`src/rtl/ddr_seq_pkg.sv`:
```
package ddr_seq_pkg;

   localparam int CODE_W   = 6;
   localparam int VAL_W    = 16;
   localparam int IDX_W    = 4;
   localparam int LEN_DDR1 = 5;
   localparam int LEN_DDR2 = 11;

   localparam logic [CODE_W-1:0] K_MR   = 6'b000001;
   localparam logic [CODE_W-1:0] K_EMR  = 6'b000010;
   localparam logic [CODE_W-1:0] K_REF  = 6'b000100;
   localparam logic [CODE_W-1:0] K_PRE  = 6'b001000;
   localparam logic [CODE_W-1:0] K_EMR2 = 6'b010000;
   localparam logic [CODE_W-1:0] K_EMR3 = 6'b100000;

   typedef struct packed {
      logic [CODE_W-1:0] code;
      logic [VAL_W-1:0]  val;
   } step_t;

   typedef enum logic [1:0] {
      ST_ISSUE = 2'd0,
      ST_WAIT  = 2'd1,
      ST_DONE  = 2'd2
   } seq_state_e;

endpackage

```
`src/rtl/seq_script.sv`:
```
module seq_script
   import ddr_seq_pkg::*;
(
   input  logic             ddr2,
   input  logic [IDX_W-1:0] idx,
   output step_t            step,
   output logic [IDX_W-1:0] len
);

   always_comb begin
      step = '0;
      if (ddr2) begin
         len = IDX_W'(LEN_DDR2);
         unique case (idx)
            4'd0:    step = '{K_PRE,  16'h0000};
            4'd1:    step = '{K_EMR2, 16'h0000};
            4'd2:    step = '{K_EMR3, 16'h0000};
            4'd3:    step = '{K_EMR,  16'h0000};
            4'd4:    step = '{K_MR,   16'h0100};
            4'd5:    step = '{K_PRE,  16'h0000};
            4'd6:    step = '{K_REF,  16'h0000};
            4'd7:    step = '{K_REF,  16'h0000};
            4'd8:    step = '{K_MR,   16'h0A33};
            4'd9:    step = '{K_EMR,  16'h0382};
            4'd10:   step = '{K_EMR,  16'h0402};
            default: step = '0;
         endcase
      end else begin
         len = IDX_W'(LEN_DDR1);
         unique case (idx)
            4'd0:    step = '{K_PRE, 16'h0000};
            4'd1:    step = '{K_MR,  16'h0133};
            4'd2:    step = '{K_EMR, 16'h0002};
            4'd3:    step = '{K_PRE, 16'h0000};
            4'd4:    step = '{K_MR,  16'h0033};
            default: step = '0;
         endcase
      end
   end

endmodule

```
`src/rtl/seq_gap_timer.sv`:
```
module seq_gap_timer
   import ddr_seq_pkg::*;
#(
   parameter int T_MRD = 4,
   parameter int T_RP  = 6,
   parameter int T_RFC = 30,
   localparam int MAXW  = (T_RFC > T_RP) ? ((T_RFC > T_MRD) ? T_RFC : T_MRD)
                                         : ((T_RP > T_MRD) ? T_RP : T_MRD),
   localparam int CNT_W = $clog2(MAXW + 1)
)(
   input  logic              clk,
   input  logic              rst_n,
   input  logic              load,
   input  logic [CODE_W-1:0] code,
   output logic              expired
);

   logic [CNT_W-1:0] cnt;
   logic [CNT_W-1:0] start;

   always_comb begin
      if (code == K_PRE)      start = CNT_W'(T_RP - 1);
      else if (code == K_REF) start = CNT_W'(T_RFC - 1);
      else                    start = CNT_W'(T_MRD - 1);
   end

   always_ff @(posedge clk or negedge rst_n) begin
      if (!rst_n)          cnt <= '0;
      else if (load)       cnt <= start;
      else if (cnt != '0)  cnt <= cnt - 1'b1;
   end

   assign expired = (cnt == '0);

endmodule

```
`src/rtl/seq_refresh_timer.sv`:
```
module seq_refresh_timer #(
   parameter int REF_W = 10
)(
   input  logic             clk,
   input  logic             rst_n,
   input  logic             en,
   input  logic [REF_W-1:0] interval,
   output logic             req
);

   logic [REF_W-1:0] cnt;

   always_ff @(posedge clk or negedge rst_n) begin
      if (!rst_n) begin
         cnt <= '0;
         req <= 1'b0;
      end else if (!en) begin
         cnt <= interval;
         req <= 1'b0;
      end else if (cnt == '0) begin
         cnt <= interval;
         req <= 1'b1;
      end else begin
         cnt <= cnt - 1'b1;
         req <= 1'b0;
      end
   end

endmodule

```
`src/rtl/ddr_pwrup_seq.sv`:
```
module ddr_pwrup_seq
   import ddr_seq_pkg::*;
#(
   parameter int ADDR_W  = 13,
   parameter int REF_W   = 10,
   parameter int T_MRD   = 4,
   parameter int T_RP    = 6,
   parameter int T_RFC   = 30,
   parameter int REF_25M = 390,
   parameter int REF_40M = 624
)(
   input  logic              clk,
   input  logic              rst_n,
   input  logic              strap_ddr2,
   input  logic              strap_ref40,
   output logic              cmd_valid,
   output logic [5:0]        cmd_code,
   output logic [ADDR_W-1:0] cmd_addr,
   output logic              refresh_en,
   output logic [15:0]       refresh_word,
   output logic              refresh_req,
   output logic              init_done
);

   localparam int EN_BIT = 14;

   if (ADDR_W < 12) begin : g_bad_addr
      $error("ADDR_W must hold a 12-bit mode value");
   end
   if (REF_W < 1 || REF_W > EN_BIT) begin : g_bad_refw
      $error("REF_W must lie between 1 and 14");
   end
   if (T_MRD < 1 || T_RP < 1 || T_RFC < 1) begin : g_bad_wait
      $error("wait counts must be at least 1");
   end
   if (REF_25M < 1 || REF_40M < 1 || REF_25M >= (1 << REF_W) || REF_40M >= (1 << REF_W))
   begin : g_bad_ref
      $error("refresh intervals must fit REF_W and be non-zero");
   end

   logic             mode_ddr2, mode_r40;
   seq_state_e       state;
   logic [IDX_W-1:0] idx, len;
   step_t            step;
   logic             gap_load, gap_done;
   logic [REF_W-1:0] interval;

   always_ff @(posedge clk) begin
      if (!rst_n) begin
         mode_ddr2 <= strap_ddr2;
         mode_r40  <= strap_ref40;
      end
   end

   seq_script u_script (
      .ddr2 (mode_ddr2),
      .idx  (idx),
      .step (step),
      .len  (len)
   );

   assign gap_load = (state == ST_ISSUE) && (idx != len);

   seq_gap_timer #(.T_MRD(T_MRD), .T_RP(T_RP), .T_RFC(T_RFC)) u_gap (
      .clk     (clk),
      .rst_n   (rst_n),
      .load    (gap_load),
      .code    (step.code),
      .expired (gap_done)
   );

   always_ff @(posedge clk or negedge rst_n) begin
      if (!rst_n) begin
         state      <= ST_ISSUE;
         idx        <= '0;
         cmd_valid  <= 1'b0;
         cmd_code   <= '0;
         cmd_addr   <= '0;
         refresh_en <= 1'b0;
         init_done  <= 1'b0;
      end else begin
         unique case (state)
            ST_ISSUE: begin
               if (idx == len) begin
                  refresh_en <= 1'b1;
                  state      <= ST_DONE;
               end else begin
                  cmd_valid <= 1'b1;
                  cmd_code  <= step.code;
                  cmd_addr  <= step.val[ADDR_W-1:0];
                  idx       <= idx + 1'b1;
                  state     <= ST_WAIT;
               end
            end
            ST_WAIT: begin
               cmd_valid <= 1'b0;
               cmd_code  <= '0;
               cmd_addr  <= '0;
               if (gap_done) state <= ST_ISSUE;
            end
            ST_DONE: init_done <= 1'b1;
            default: state <= ST_DONE;
         endcase
      end
   end

   assign interval = mode_r40 ? REF_W'(REF_40M) : REF_W'(REF_25M);

   always_comb begin
      refresh_word = '0;
      if (refresh_en) begin
         refresh_word[REF_W-1:0] = interval;
         refresh_word[EN_BIT]    = 1'b1;
      end
   end

   seq_refresh_timer #(.REF_W(REF_W)) u_refresh (
      .clk      (clk),
      .rst_n    (rst_n),
      .en       (refresh_en),
      .interval (interval),
      .req      (refresh_req)
   );

endmodule

```
`config.mk`:
```
export PLATFORM = sky130hd
export DESIGN_NAME = ddr_pwrup_seq
export DESIGN_NICKNAME = d
export VERILOG_FILES = /design/src/rtl/ddr_seq_pkg.sv /design/src/rtl/seq_script.sv /design/src/rtl/seq_gap_timer.sv /design/src/rtl/seq_refresh_timer.sv /design/src/rtl/ddr_pwrup_seq.sv
export SDC_FILE = /design/constraint.sdc
export NUM_CORES = 1
export LEC_CHECK = 0
export ABC_CLOCK_PERIOD_IN_PS = 1800
export BUFFER_PORTS_ARGS = -buffer_cell sky130_fd_sc_hd__buf_2
export CAP_MARGIN = 20
export CORE_MARGIN = 4
export CORE_UTILIZATION = 30
export CTS_CLUSTER_SIZE = 8
export DETAILED_ROUTE_END_ITERATION = 8
export PLACE_DENSITY_LB_ADDON = 0.05
export SYNTH_ARGS = -nofsm -noshare
export SYNTH_HDL_FRONTEND = slang
export SYNTH_SLANG_ARGS = --single-unit
```
`constraint.sdc`:
```
create_clock -name clk -period 1.8 [get_ports clk]
set_input_delay 0.09 -clock clk [delete_from_list [all_inputs] [get_ports clk]]
set_output_delay 0.09 -clock clk [all_outputs]
set_load 0.05 [all_outputs]
```
**Yosys cells after proc, flatten, opt, wreduce, memory -nomap -nowiden**

Memories as Yosys holds them, arrays and structs flattened.
Cells that the tools add are included.

- Bits in latches: 0
- Memory bits (writable): 0
- Register bits after elaboration: 46
- Output and inout bits: 39
- ROM bits: 240
- Memories: 1
- Word-level logic and storage cells: 66
- Input port bits: 4

Memories:

| name | words | width | rd ports | clocked after memory_dff | wr ports | line | RTL |
|---|---|---|---|---|---|---|---|
| (no name shown) | 16 | 15 | 1 | 0 | 0 | seq_script.sv:14 | `unique case (idx)` |

- $add $sub $neg: 3
- Reductions and logical operators: 13
- Order comparisons: 0
- Shift-type cells: 0
- Bitwise gates (word level): 2
- Mux-type cells: 23
- Multipliers: 0
- Divide/modulo/power cells: 0
- Eq/ne operators: 12

Operator list:

| operator | number |
|---|---|
| case mux 20 bit (4 select lines) | 1 |
| two-way mux 10 bit | 4 |
| case mux 13 bit (2 select lines) | 1 |
| two-way mux 22 bit | 1 |
| two-way mux 5 bit | 4 |
| two-way mux 13 bit | 1 |
| case mux 6 bit (2 select lines) | 1 |
| logical NOT 10 bit | 1 |
| subtractor 10 x 1 -> 10 bit (second input constant) | 1 |
| == test 4 x 2 -> 1 bit (second input constant) | 2 |
| AND reduction 2 bit | 4 |
| == test 6 x 3 -> 1 bit (second input constant) | 1 |
| == test 6 x 4 -> 1 bit (second input constant) | 1 |
| two-way mux 6 bit | 1 |
| case mux 2 bit (3 select lines) | 1 |
| logical NOT 5 bit | 1 |
| nonzero test 5 bit | 1 |
| subtractor 5 x 1 -> 5 bit (second input constant) | 1 |
| adder 4 x 1 -> 4 bit (second input constant) | 1 |
| == test 4 x 1 -> 1 bit (second input constant) | 1 |
| == test 4 x 3 -> 1 bit (second input constant) | 1 |
| == test 4 bit | 1 |
| logical NOT 4 bit | 1 |
| two-way mux 1 bit | 4 |
| 12 further kinds | 16 |

**Longest topological paths before layout**

Gate-level depths: netlist (run 1).

- Depth after elaboration: 8
- Gate-level depth with buffers: 7
- Mapped depth without buffers: 6

**Hierarchy**

A second synthesis (run 1) with hierarchy kept.

- Cells, all modules: 285
- Area, all modules: 2731.4 um2

Modules (own cells, without submodules):

| module | instances | cells each | area each (um2) | sequential area each (um2) |
|---|---|---|---|---|
| ddr_pwrup_seq | 1 | 140 | 1452.6 | 760.7 |
| seq_refresh_timer | 1 | 61 | 583.1 | 275.3 |
| seq_script | 1 | 52 | 392.9 | 0.0 |
| seq_gap_timer | 1 | 32 | 302.8 | 125.1 |

**Least setup slack after synthesis (run 1)**

OpenSTA, ideal clock, no wires.

- Path type: register to output
- From: register refresh_en
- To: output port refresh_word[2]
- Buffers on the path: 1
- Path slack: -0.278 ns
- Arrival: 1.988 ns
- Required time: 1.710 ns
- Stages on the path, launching flop included: 4
- Path through: dfrtp_1 > inv_1 > nor2_1 > buf_4

- Longest elaborated chain between the ends: 1

Ends and longest elaborated chain:

| what | line | RTL |
|---|---|---|
| start: declaration | ddr_pwrup_seq.sv:19 | `output logic refresh_en,` |
| start signal: assignment | ddr_pwrup_seq.sv:79 | `refresh_en <= 1'b0;` |
| start signal: assignment | ddr_pwrup_seq.sv:85 | `refresh_en <= 1'b1;` |
| two-way mux 10 bit | ddr_pwrup_seq.sv:111 | `if (refresh_en) begin` |
| end: declaration | ddr_pwrup_seq.sv:20 | `output logic [15:0] refresh_word,` |

Every way passes these cells.

**Final worst setup path (run 1)**

- From: register idx[0]
- To: register u_gap.cnt[1]

- Longest elaborated chain between the ends: 8
- Elaborated cells between the ends (all ways): 17
- Those cells by class: 7 x eq/ne; 5 x mux; 4 x reduce/logical; 1 x memory

Ends and longest elaborated chain:

| what | line | RTL |
|---|---|---|
| start: declaration | ddr_pwrup_seq.sv:43 | `logic [IDX_W-1:0] idx, len;` |
| start signal: assignment | ddr_pwrup_seq.sv:91 | `idx <= idx + 1'b1;` |
| == test 4 x 2 -> 1 bit / logical NOT 4 bit (equally long branches) | seq_script.sv:30 | `unique case (idx)` |
| OR reduction 2 bit (no line) | -- |  |
| case mux 20 bit (4 select lines) | seq_script.sv:30 |  |
| two-way mux 22 bit | seq_script.sv:12 | `if (ddr2) begin` |
| == test 6 x 3 -> 1 bit | seq_gap_timer.sv:23 | `else if (code == K_REF) start = CNT_W'(T_RFC - 1);` |
| two-way mux 5 bit | seq_gap_timer.sv:23 |  |
| two-way mux 5 bit | seq_gap_timer.sv:22 | `if (code == K_PRE) start = CNT_W'(T_RP - 1);` |
| two-way mux 5 bit | seq_gap_timer.sv:29 | `else if (load) cnt <= start;` |
| end signal: assignment | seq_gap_timer.sv:29 |  |
| end signal: assignment | seq_gap_timer.sv:30 | `else if (cnt != '0) cnt <= cnt - 1'b1;` |
| end: declaration | seq_gap_timer.sv:18 | `logic [CNT_W-1:0] cnt;` |

Parallel ways exist; a longest one is shown, timed or not.
A chain may end at the register's enable or synchronous reset.

==> impl_metrics.env, run 1 <==
export IMPL_synth_seq_cells=40
export IMPL_clk_pin_slew_ns=0.09
export IMPL_cp_startpoint="idx[0]"
export IMPL_fin_ws_ns=0.0290
export IMPL_synth_area_leaders="dfrtp_1 43%, buf_4 6.8%, ha_1 5.1%"
export IMPL_routed_wl_mm=5.13
export IMPL_htree_num_levels=2
export IMPL_synthXorXnorAreaFrac=0.0518
export IMPL_die_w_um=93.6
export IMPL_hp_class="primary input to asynchronous set/reset pin"
export IMPL_synth_compound_area_frac=0.163
export IMPL_clock_skew_ns=0.0111
export IMPL_cts_tree="built"
export IMPL_yosys_warnings=0
export IMPL_die_h_um=93.6
export IMPL_io_pins=43
export IMPL_drtPass1Iterations=4
export IMPL_drive_gt1_frac=0.335
export IMPL_synth_top_area_share=0.433
export IMPL_placementRows=30
export IMPL_vias_per_cell=4.57
export IMPL_cp_arrival_ns=1.96
export IMPL_ys_seq_area_frac=0.460
export IMPL_syn2layout_area_growth_pct=25.1
export IMPL_grt_ovfl_total=0
export IMPL_synth_top_family_by_area="simple AND/OR/NAND/NOR gates"
export IMPL_pwr_share_clk=0.130
export IMPL_cp_data_required_time_ns=1.99
export IMPL_placed_cell_area_um2=2530
export IMPL_numPortBuffers=31
export IMPL_synth_simple_area_share=0.164
export IMPL_grt_antenna_before_repair=0
export IMPL_ys_types=50
export IMPL_grt_start_max_net_pins=33
export IMPL_syn_inst=211
export IMPL_switching_share=0.476
export IMPL_p_int_uw=2780
export IMPL_yosys_area_share_adder=0.0513
export IMPL_rsz0062_at_grt="true"
export IMPL_hold_viol_final=0
export IMPL_maxCapViolations=0
export IMPL_clk_latency_ns=0.29
export IMPL_setup_violations_final=0
export IMPL_die_area_um2=8760
export IMPL_core_area_um2=6940
export IMPL_synthMuxAreaShare=0.00456
export IMPL_ff2ff_setup_slack_ns=0.03
export IMPL_cp_common_cell="buf_4"
export IMPL_p_sw_uw=2520
export IMPL_crit_path_end_kind="register"
export IMPL_drc=0
export IMPL_cts_root_buffer="clkbuf_8"
export IMPL_powerDensity_nw_per_um2=1930
export IMPL_synth_largest_area_cell="dfrtp_1"
export IMPL_gp_congestion=0.769
export IMPL_diodes=0
export IMPL_wl_per_cell_um=14.2
export IMPL_place_hpwl_mm=3.82
export IMPL_postSynthAreaPerCell_um2=10.4
export IMPL_min_period_ns=1.77
export IMPL_pwr_share_comb=0.561
export IMPL_critPathKind="register to register"
export IMPL_grt_usage=0.128
export IMPL_fin_nets=278
export IMPL_timing_rr_start="idx[0]"
export IMPL_final_area_um2=2750
export IMPL_maxSlewViolCount=0
export IMPL_fillCellCount=715
export IMPL_dp_slack_ns=-0.0952
export IMPL_finalCritPeriodShare=0.984
export IMPL_drt_iter0_drc=62
export IMPL_crit_chain="buf_4 > ha_4 > buf_4 > or3_1 > o211ai_1 > a21boi_1 > o22a_1"
export IMPL_grt_pass1_vias=1641
export IMPL_critPathSlowestCell="dfrtp_2"
export IMPL_cp_max_fo=5
export IMPL_leakage_uw=0.00129
export IMPL_initial_core_util=0.316
export IMPL_numCtsBuffers=5
export IMPL_max_stage_delay_ns=0.42
export IMPL_peakVddDrop_mv=0.601
export IMPL_syn_area_um2=2200
export IMPL_clock_path_buffers=2
export IMPL_holdWs_ns=0.160
export IMPL_clock_fmax_ghz=0.565
export IMPL_cts_sinks=40
export IMPL_antenna_left=0
export IMPL_vias=1656
export IMPL_outcome="complete, no violations"
export IMPL_grt_pass1_wl_mm=8.66
export IMPL_cp_start_kind="register"
export IMPL_seq_power_share=0.310
==> area by class of cell <==
class / count / area (µm²) / share of cell area
multi-input cells: 144 / 1060 / 0.386
flip-flops and latches: 40 / 1010 / 0.369
repair buffers: 64 / 410 / 0.149
well taps: 96 / 120 / 0.0437
clock buffers: 7 / 97.6 / 0.0355
inverters: 10 / 40.0 / 0.0146
clock inverters: 1 / 5.00 / 0.00182
==> metrics by stage <==
stage          total power, µW  utilization  cells  TNS [ns]
3_3_place_gp              4510        0.365    348    -0.345
5_1_grt                   5710        0.396    362    -0.168
4_1_cts                   5250        0.389    360         0
3_5_place_dp              4480        0.365    348    -0.381
6_report                  5300        0.396    362         0
2_1_floorplan             3670            -    221         0
==> state kept, by name (all words and copies together), names as in the netlist <==
signal,cells
init_done,1
refresh_en,1
u_gap.cnt,5
idx,4
u_refresh.req,1
cmd_addr,7
mode_r40,1
cmd_valid,1
cmd_code,6
mode_ddr2,1
state,2
u_refresh.cnt,10
==> synthesized netlist by cell type, drive strengths merged <==
| master | count |
|---|---|
| a21boi | 1 |
| a21o | 5 |
| a21oi | 11 |
| a221oi | 1 |
| a22o | 10 |
| a22oi | 1 |
| a31o | 1 |
| a41oi | 1 |
| and2 | 1 |
| and3 | 1 |
| and3b | 1 |
| and4b | 3 |
| buf | 25 |
| clkbuf | 2 |
| conb | 1 |
| dfrtp | 38 |
| edfxtp | 2 |
| ha | 9 |
| inv | 10 |
| mux2i | 1 |
| nand2 | 7 |
| nand2b | 1 |
| nand3 | 3 |
| nand3b | 1 |
| nand4 | 3 |
| nand4b | 2 |
| nor2 | 19 |
| nor2b | 1 |
| nor3 | 6 |
| nor4 | 2 |
| nor4b | 4 |
| o211ai | 2 |
| o21a | 1 |
| o21ai | 7 |
| o21bai | 2 |
| o22a | 2 |
| o22ai | 4 |
| o31ai | 1 |
| or2 | 2 |
| or3 | 1 |
| or4b | 2 |
| xnor2 | 8 |
| xor2 | 5 |
==> what timing repair did <==
action                     CTS  global route
hold endpoints to repair     8             0
cloned                       0             0
gates resized for setup      6             9
buffers inserted             1             2
setup endpoints to repair    5            11
pin swaps                    1             4
hold buffers                 3             0
==> power groups by stage <==
stage / combinational [µW] / clock [µW] / sequential, µW
after floorplan: 1780 / 0 / 1890
after global placement: 2840 / 0 / 1660
after detailed placement: 2820 / 0 / 1660
after CTS: 2900 / 710 / 1640
after global routing: 3250 / 748 / 1710
final: 2970 / 686 / 1640
==> path summary, 6_finish.rpt <==
kind	cells past startpoint	to
worst min register to register	1	init_done
worst min-delay path	2	u_refresh.cnt[3]
min in group clk	1	init_done
worst max-delay path	7	u_gap.cnt[1]
max in group asynchronous	3	idx[0]
worst max register to register	7	u_gap.cnt[1]
==> layer usage <==
| metal | GRT usage | up-vias | wire length [µm] | part of all wire |
|---|---|---|---|---|
| met1 | 0.190 | 779 | 2630 | 0.51 |
| met3 | 0.0322 | 7 | 229 | 0.045 |
| met5 | 0 | - | 0 | 0 |
| met2 | 0.180 | 37 | 2190 | 0.43 |
| met4 | 0.0397 | 0 | 73 | 0.014 |
| li1 | - | 833 | - | - |
==> layout by cell type, fill, tap and decap left out, drive strengths merged, types with 2 or more instances in the layout <==
| cell type | instances |
|---|---|
| dfrtp | 38 |
| and4b | 3 |
| xor2 | 5 |
| inv | 10 |
| buf | 61 |
| o22ai | 4 |
| nand3 | 3 |
| nand4b | 2 |
| nor2 | 19 |
| or2 | 2 |
| edfxtp | 2 |
| a21o | 5 |
| xnor2 | 8 |
| ha | 9 |
| o22a | 2 |
| nor3 | 6 |
| dlygate4sd3 | 3 |
| a21oi | 11 |
| nor4b | 4 |
| nand4 | 3 |
| o21bai | 2 |
| nor4 | 2 |
| o211ai | 2 |
| or4b | 2 |
| clkbuf | 7 |
| o21ai | 7 |
| conb | 11 |
| a22o | 10 |
| nand2 | 7 |
==> kinds of logic (layout without fill, tap and decap cells) <==
group           after synthesis  count (layout)
buf+inv                      37              82
flops                        40              40
xor+xnor                     13              13
mux                           1               1
compound gates               50              50
other cells                   1              11
simple gates                 60              60
fa+ha+maj                     9               9
==> worst max-delay path, delay by kind of cell (launching register included) <==
kind                       cells  cell delay (ns)
adders and majority gates      1             0.17
AOI/OAI and AO/OA              3             0.44
buffers and inverters          2             0.29
DFF                            1             0.42
and+or+nand+nor                1             0.34
Note: power is estimated with default switching activity, not from simulation.
==> inputs of run 2 (changes only) <==
Settings changed: CORE_UTILIZATION 30 to 49.
==> run 2 against run 1 <==
- global-route usage rose by 5.2 points
- sequential cell count did not move
- core utilization rose by 21 points
- sequential power barely moved
- worst hold slack improved by 0.26 ns
- largest cell class unchanged
- largest power group unchanged
==> impl_metrics.env, run 2 (synthesis results as in run 1) <==
export IMPL_multi_input_area_um2=1070
export IMPL_maxSlewViolCount=0
export IMPL_fin_nets=273
export IMPL_grt_pass1_vias=1673
export IMPL_vias=1703
export IMPL_crit_path_end_kind="register"
export IMPL_fillCellCount=360
export IMPL_cp_arrival_ns=1.92
export IMPL_syn2layout_area_growth_pct=20.6
export IMPL_clock_skew_ns=0.00804
export IMPL_peakVddDrop_mv=0.973
export IMPL_numCtsBuffers=5
export IMPL_die_area_um2=5620
export IMPL_cts_root_buffer="clkbuf_8"
export IMPL_cts_sinks=40
export IMPL_grt_ovfl_total=0
export IMPL_numPortBuffers=31
export IMPL_maxCapViolations=0
export IMPL_hold_viol_final=0
export IMPL_reg2reg_to="u_gap.cnt[2]"
export IMPL_die_h_um=75.0
export IMPL_routed_wl_mm=4.75
export IMPL_ff_latch_area_um2=1010
export IMPL_holdWs_ns=0.420
export IMPL_grt_start_max_net_pins=39
export IMPL_vias_per_cell=5.44
export IMPL_largest_register="u_refresh.cnt"
export IMPL_placementRows=24
export IMPL_initial_core_util=0.505
export IMPL_drive_gt1_frac=0.322
export IMPL_mostFrequentLayoutCells="36 x dfrtp_1, 31 x buf_2, 25 x buf_4"
export IMPL_timing_rr_start="idx[1]"
export IMPL_core_area_um2=4350
export IMPL_finalCritPeriodShare=0.975
export IMPL_antenna_left=0
export IMPL_outcome="complete, no violations"
export IMPL_ff2ff_setup_slack_ns=0.04
export IMPL_rsz0062_at_grt="true"
export IMPL_cp_max_fo=4
export IMPL_reg_top3="u_refresh.cnt x10, cmd_addr x7, cmd_code x6"
export IMPL_cts_tree="built"
export IMPL_place_hpwl_mm=3.52
export IMPL_drt_iter0_drc=37
export IMPL_critPathKind="register to register"
export IMPL_cp_data_required_time_ns=1.96
export IMPL_min_period_ns=1.76
export IMPL_hp_class="primary input to asynchronous set/reset pin"
export IMPL_io_pins=43
export IMPL_total_power_uw=5160
export IMPL_gp_congestion=0.862
export IMPL_cp_start_kind="register"
export IMPL_drc=0
export IMPL_clock_fmax_ghz=0.570
export IMPL_die_w_um=75.0
export IMPL_leakage_uw=0.00128
export IMPL_clk_pin_slew_ns=0.08
export IMPL_clock_path_buffers=2
export IMPL_drtPass1Iterations=4
export IMPL_layout_commonest_cell="dfrtp_1"
export IMPL_grt_usage=0.179
export IMPL_clk_latency_ns=0.29
export IMPL_reg2reg_depth=6
export IMPL_setup_violations_final=0
export IMPL_diodes=0
export IMPL_htree_num_levels=2
export IMPL_wl_per_cell_um=15.2
export IMPL_grt_antenna_before_repair=0
export IMPL_powerDensity_nw_per_um2=1950
export IMPL_largest_register_ffs=10
export IMPL_grt_pass1_wl_mm=7.58
run 2: cell types whose count changed in the layout (fill, tap and decap cells not counted), sizes merged:
| cell | previous run | this run |
|---|---|---|
| buf | 61 | 56 |
| clkbuf | 7 | 6 |
| clkinv | 1 | 2 |
run 2: stage by stage:
step | cell area (µm²) | TNS [ns] | util | std cells | worst slack (ns)
6_report | 2650 | 0 | 0.608 | 313 | 0.0442
3_3_place_gp | 2410 | 0 | 0.554 | 295 | 0.0286
4_1_cts | 2550 | 0 | 0.585 | 307 | 0.0183
2_1_floorplan | 2240 | 0 | - | 221 | 0.00739
3_5_place_dp | 2410 | -0.0744 | 0.554 | 295 | -0.0355
5_1_grt | 2650 | -0.0893 | 0.608 | 313 | -0.0270
run 2: timing repair:
action                     CTS  global route
resized for setup            3            10
hold endpoints to repair    40             0
hold buffers                 3             0
buffers inserted             1             6
setup endpoints to repair    4            17
pin swaps                    0             4
run 2: how the worst max path moves through the flow:
| stage | start | to | cells past startpoint |
|---|---|---|---|
| final | idx[1] | u_gap.cnt[2] | 6 |
| after global routing | idx[1] | u_gap.cnt[4] | 6 |
| after CTS | idx[1] | u_gap.cnt[2] | 6 |
| after detailed placement | idx[1] | u_gap.cnt[2] | 6 |
| after global placement | idx[0] | u_gap.cnt[1] | 6 |
| after floorplan | idx[1] | u_gap.cnt[2] | 6 |
run 2: routing by layer:
layer	vias up	share of wire	GRT usage	routed length, µm
li1	814	-	-	-
met1	839	0.41	0.207	1960
met2	38	0.52	0.318	2490
met3	12	0.040	0.0307	190
met4	0	0.025	0.0909	119
met5	-	0	0	0
run 2: cell type report:
class                   instances  area share
inverters                      10      0.0142
well taps                      52      0.0246
clock buffers                   6      0.0312
repair buffers                 59       0.141
flip-flops and latches         40       0.383
multi-input cells             144       0.403
clock inverters                 2     0.00378
run 2: worst max-delay path, cell delays in order (launching register included):
cell     delay [ns]
dfrtp_1        0.42
inv_2          0.13
ha_4           0.16
or4b_4         0.46
and3_4         0.19
nand4_1        0.15
o22ai_1        0.11
run 2: power breakdown:
| part | internal [µW] | switching, µW | total [µW] |
|---|---|---|---|
| registers | 1250 | 402 | 1650 |
| clock network | 306 | 300 | 606 |
| logic | 1130 | 1770 | 2900 |
| total | 2680 | 2470 | 5160 |
==> inputs of run 3 (changes only) <==
Settings changed: ABC_AREA set to 1, CORE_UTILIZATION 49 to 50, RECOVER_POWER set to 25.
==> run 3 against run 2 <==
- global-route usage is 0.67 points lower
- clock power is 6.3% higher
- clock-buffer cell count is 2 higher
- critical endpoint is now cmd_addr[11]
- largest cell class is now flip-flops and latches
==> impl_metrics.env, run 3 <==
export IMPL_synthFlopType="dfrtp_1"
export IMPL_postSynthAreaPerCell_um2=8.58
export IMPL_fin_nets=315
export IMPL_dp_slack_ns=0.134
export IMPL_syn2layout_area_growth_pct=11.9
export IMPL_pwr_share_comb=0.525
export IMPL_initial_core_util=0.519
export IMPL_worst_pin_slew_ns=1.02
export IMPL_final_util=0.580
export IMPL_drc=0
export IMPL_core_area_um2=4380
export IMPL_fillCellCount=423
export IMPL_drtPass1Iterations=4
export IMPL_reg_top3="u_refresh.cnt x10, cmd_addr x7, cmd_code x6"
export IMPL_syn_area_um2=2270
export IMPL_synth_edf_count=2
export IMPL_finalCritPeriodShare=0.928
export IMPL_ys_types=32
export IMPL_critPathKind="register to register"
export IMPL_clock_fmax_ghz=0.599
export IMPL_cp_start_kind="register"
export IMPL_placementRows=24
export IMPL_grt_pass1_vias=1614
export IMPL_switching_share=0.492
export IMPL_drt_iter0_drc=71
export IMPL_synth_most_common_cell="nand2_1"
export IMPL_yosys_warnings=0
export IMPL_clock_path_buffers=2
export IMPL_holdWs_ns=0.463
export IMPL_cts_root_buffer="clkbuf_8"
export IMPL_htree_num_levels=2
export IMPL_setup_violations_final=0
export IMPL_cts_sinks=40
export IMPL_grt_antenna_before_repair=0
export IMPL_die_area_um2=5690
export IMPL_outcome="complete, no violations"
export IMPL_cp_max_fo=15
export IMPL_hp_class="register to register"
export IMPL_io_pins=43
export IMPL_leakage_uw=0.00133
export IMPL_hold_start="init_done"
export IMPL_synth_area_leaders="dfrtp_1 42%, nand2_1 10%, buf_4 6.6%"
export IMPL_numCtsBuffers=5
export IMPL_async_reset_ff_frac=0.950
export IMPL_ff_latch_area_um2=1010
export IMPL_cp_startpoint="idx[3]"
export IMPL_seq_power_share=0.334
export IMPL_maxSlewViolCount=0
export IMPL_maxCapViolations=0
export IMPL_die_h_um=75.4
export IMPL_clk_pin_slew_ns=0.08
export IMPL_synth_seq_cells=40
export IMPL_cts_tree="built"
export IMPL_grt_pass1_wl_mm=7.43
export IMPL_clk_latency_ns=0.29
export IMPL_synthTopCellsByCount="61 x nand2_1, 38 x dfrtp_1, 25 x inv_1"
export IMPL_diodes=0
export IMPL_min_period_ns=1.67
export IMPL_grt_usage=0.173
export IMPL_layout_commonest_cell="nand2_1"
export IMPL_synth_largest_area_cell="dfrtp_1"
export IMPL_place_hpwl_mm=3.42
export IMPL_cp_data_required_time_ns=1.97
export IMPL_wl_per_cell_um=12.7
export IMPL_rsz0062_at_grt="true"
export IMPL_largest_register="u_refresh.cnt"
export IMPL_routed_wl_mm=4.50
export IMPL_die_w_um=75.4
export IMPL_hold_viol_final=0
export IMPL_clock_skew_ns=0.00848
export IMPL_numPortBuffers=31
export IMPL_largest_register_ffs=10
export IMPL_ys_seq_area_frac=0.445
export IMPL_mostFrequentLayoutCells="61 x nand2_1, 37 x dfrtp_1, 25 x inv_1"
export IMPL_crit_path_end_kind="register"
export IMPL_gp_congestion=0.926
export IMPL_p_int_uw=2320
export IMPL_relSlewSlack=0.322
export IMPL_vias=1727
export IMPL_pwr_share_clk=0.141
export IMPL_timing_rr_start="idx[3]"
export IMPL_antenna_left=0
export IMPL_p_sw_uw=2250
export IMPL_syn_inst=265
export IMPL_powerDensity_nw_per_um2=1800
export IMPL_peakVddDrop_mv=0.881
export IMPL_cp_arrival_ns=1.84
export IMPL_multi_input_area_um2=996
export IMPL_fin_ws_ns=0.130
export IMPL_grt_start_max_net_pins=22
export IMPL_vias_per_cell=4.86
export IMPL_grt_ovfl_total=0
export IMPL_drive_gt1_frac=0.221
export IMPL_synth_top_area_share=0.418
[run 3: per-stage QoR]
stage	TNS [ns]	instances	power, µW	area [µm²]
2_1_floorplan	0	275	3450	2320
3_3_place_gp	0	341	3900	2390
3_5_place_dp	0	341	3900	2390
4_1_cts	0	352	4570	2520
5_1_grt	-0.0288	355	4960	2540
6_report	0	355	4570	2540
[run 3: critical path, stage by stage (launching register included)]
cell	delay, ns
dfrtp_1	0.46
inv_2	0.18
nand2_1	0.11
o21ai_2	0.15
nand2_2	0.08
nand2_4	0.15
nand2_2	0.08
inv_4	0.15
nand2_1	0.09
o31ai_1	0.09
[run 3: repair_timing]
item                                    in CTS  in global routing
hold buffers                                 3                  0
endpoints found under the setup margin       0                  6
gates resized for setup                      0                  5
setup buffers                                0                  3
endpoints found under the hold margin       19                  0
[run 3: final cells by class]
class,instances,share of cell area
Multi-Input combinational cell,181,0.392
Tap cell,52,0.0256
Inverter,29,0.0438
Timing Repair Buffer,45,0.102
Sequential cell,40,0.398
Clock buffer,8,0.0394
[run 3: routing by layer]
layer / GRT usage / up-vias / share of wire
met2: 0.277 / 31 / 0.47
met3: 0.0317 / 7 / 0.044
li1: - / 883 / -
met4: 0.0583 / 0 / 0.013
met5: 0 / - / 0
met1: 0.236 / 806 / 0.47
[run 3: power groups by stage]
stage | Combinational (µW) | Sequential, µW | Clock [µW]
floorplan | 1590 | 1860 | 0
global placement | 2370 | 1540 | 0
detailed placement | 2370 | 1540 | 0
CTS | 2380 | 1520 | 668
global route | 2690 | 1580 | 695
finish | 2400 | 1530 | 644
[run 3: final timing paths]
kind,end,slack [ns],cells after the start
worst max-delay path,cmd_addr[11],0.13,9
worst min-delay path,init_done,0.46,1
worst max register to register,cmd_addr[11],0.13,9
worst min register to register,init_done,0.46,1
max in group asynchronous,idx[2],0.44,3
min in group asynchronous,cmd_code[3],0.50,2
[run 3: logic make-up after synthesis]
| kind of cell | synth area share |
|---|---|
| other | 0.00165 |
| AO/OA/AOI/OAI | 0.0859 |
| XOR/XNOR | 0.0462 |
| buffers and inverters | 0.141 |
| adder cells (fa/ha/maj) | 0.0495 |
| AND/OR/NAND/NOR | 0.231 |
| flip-flops | 0.445 |
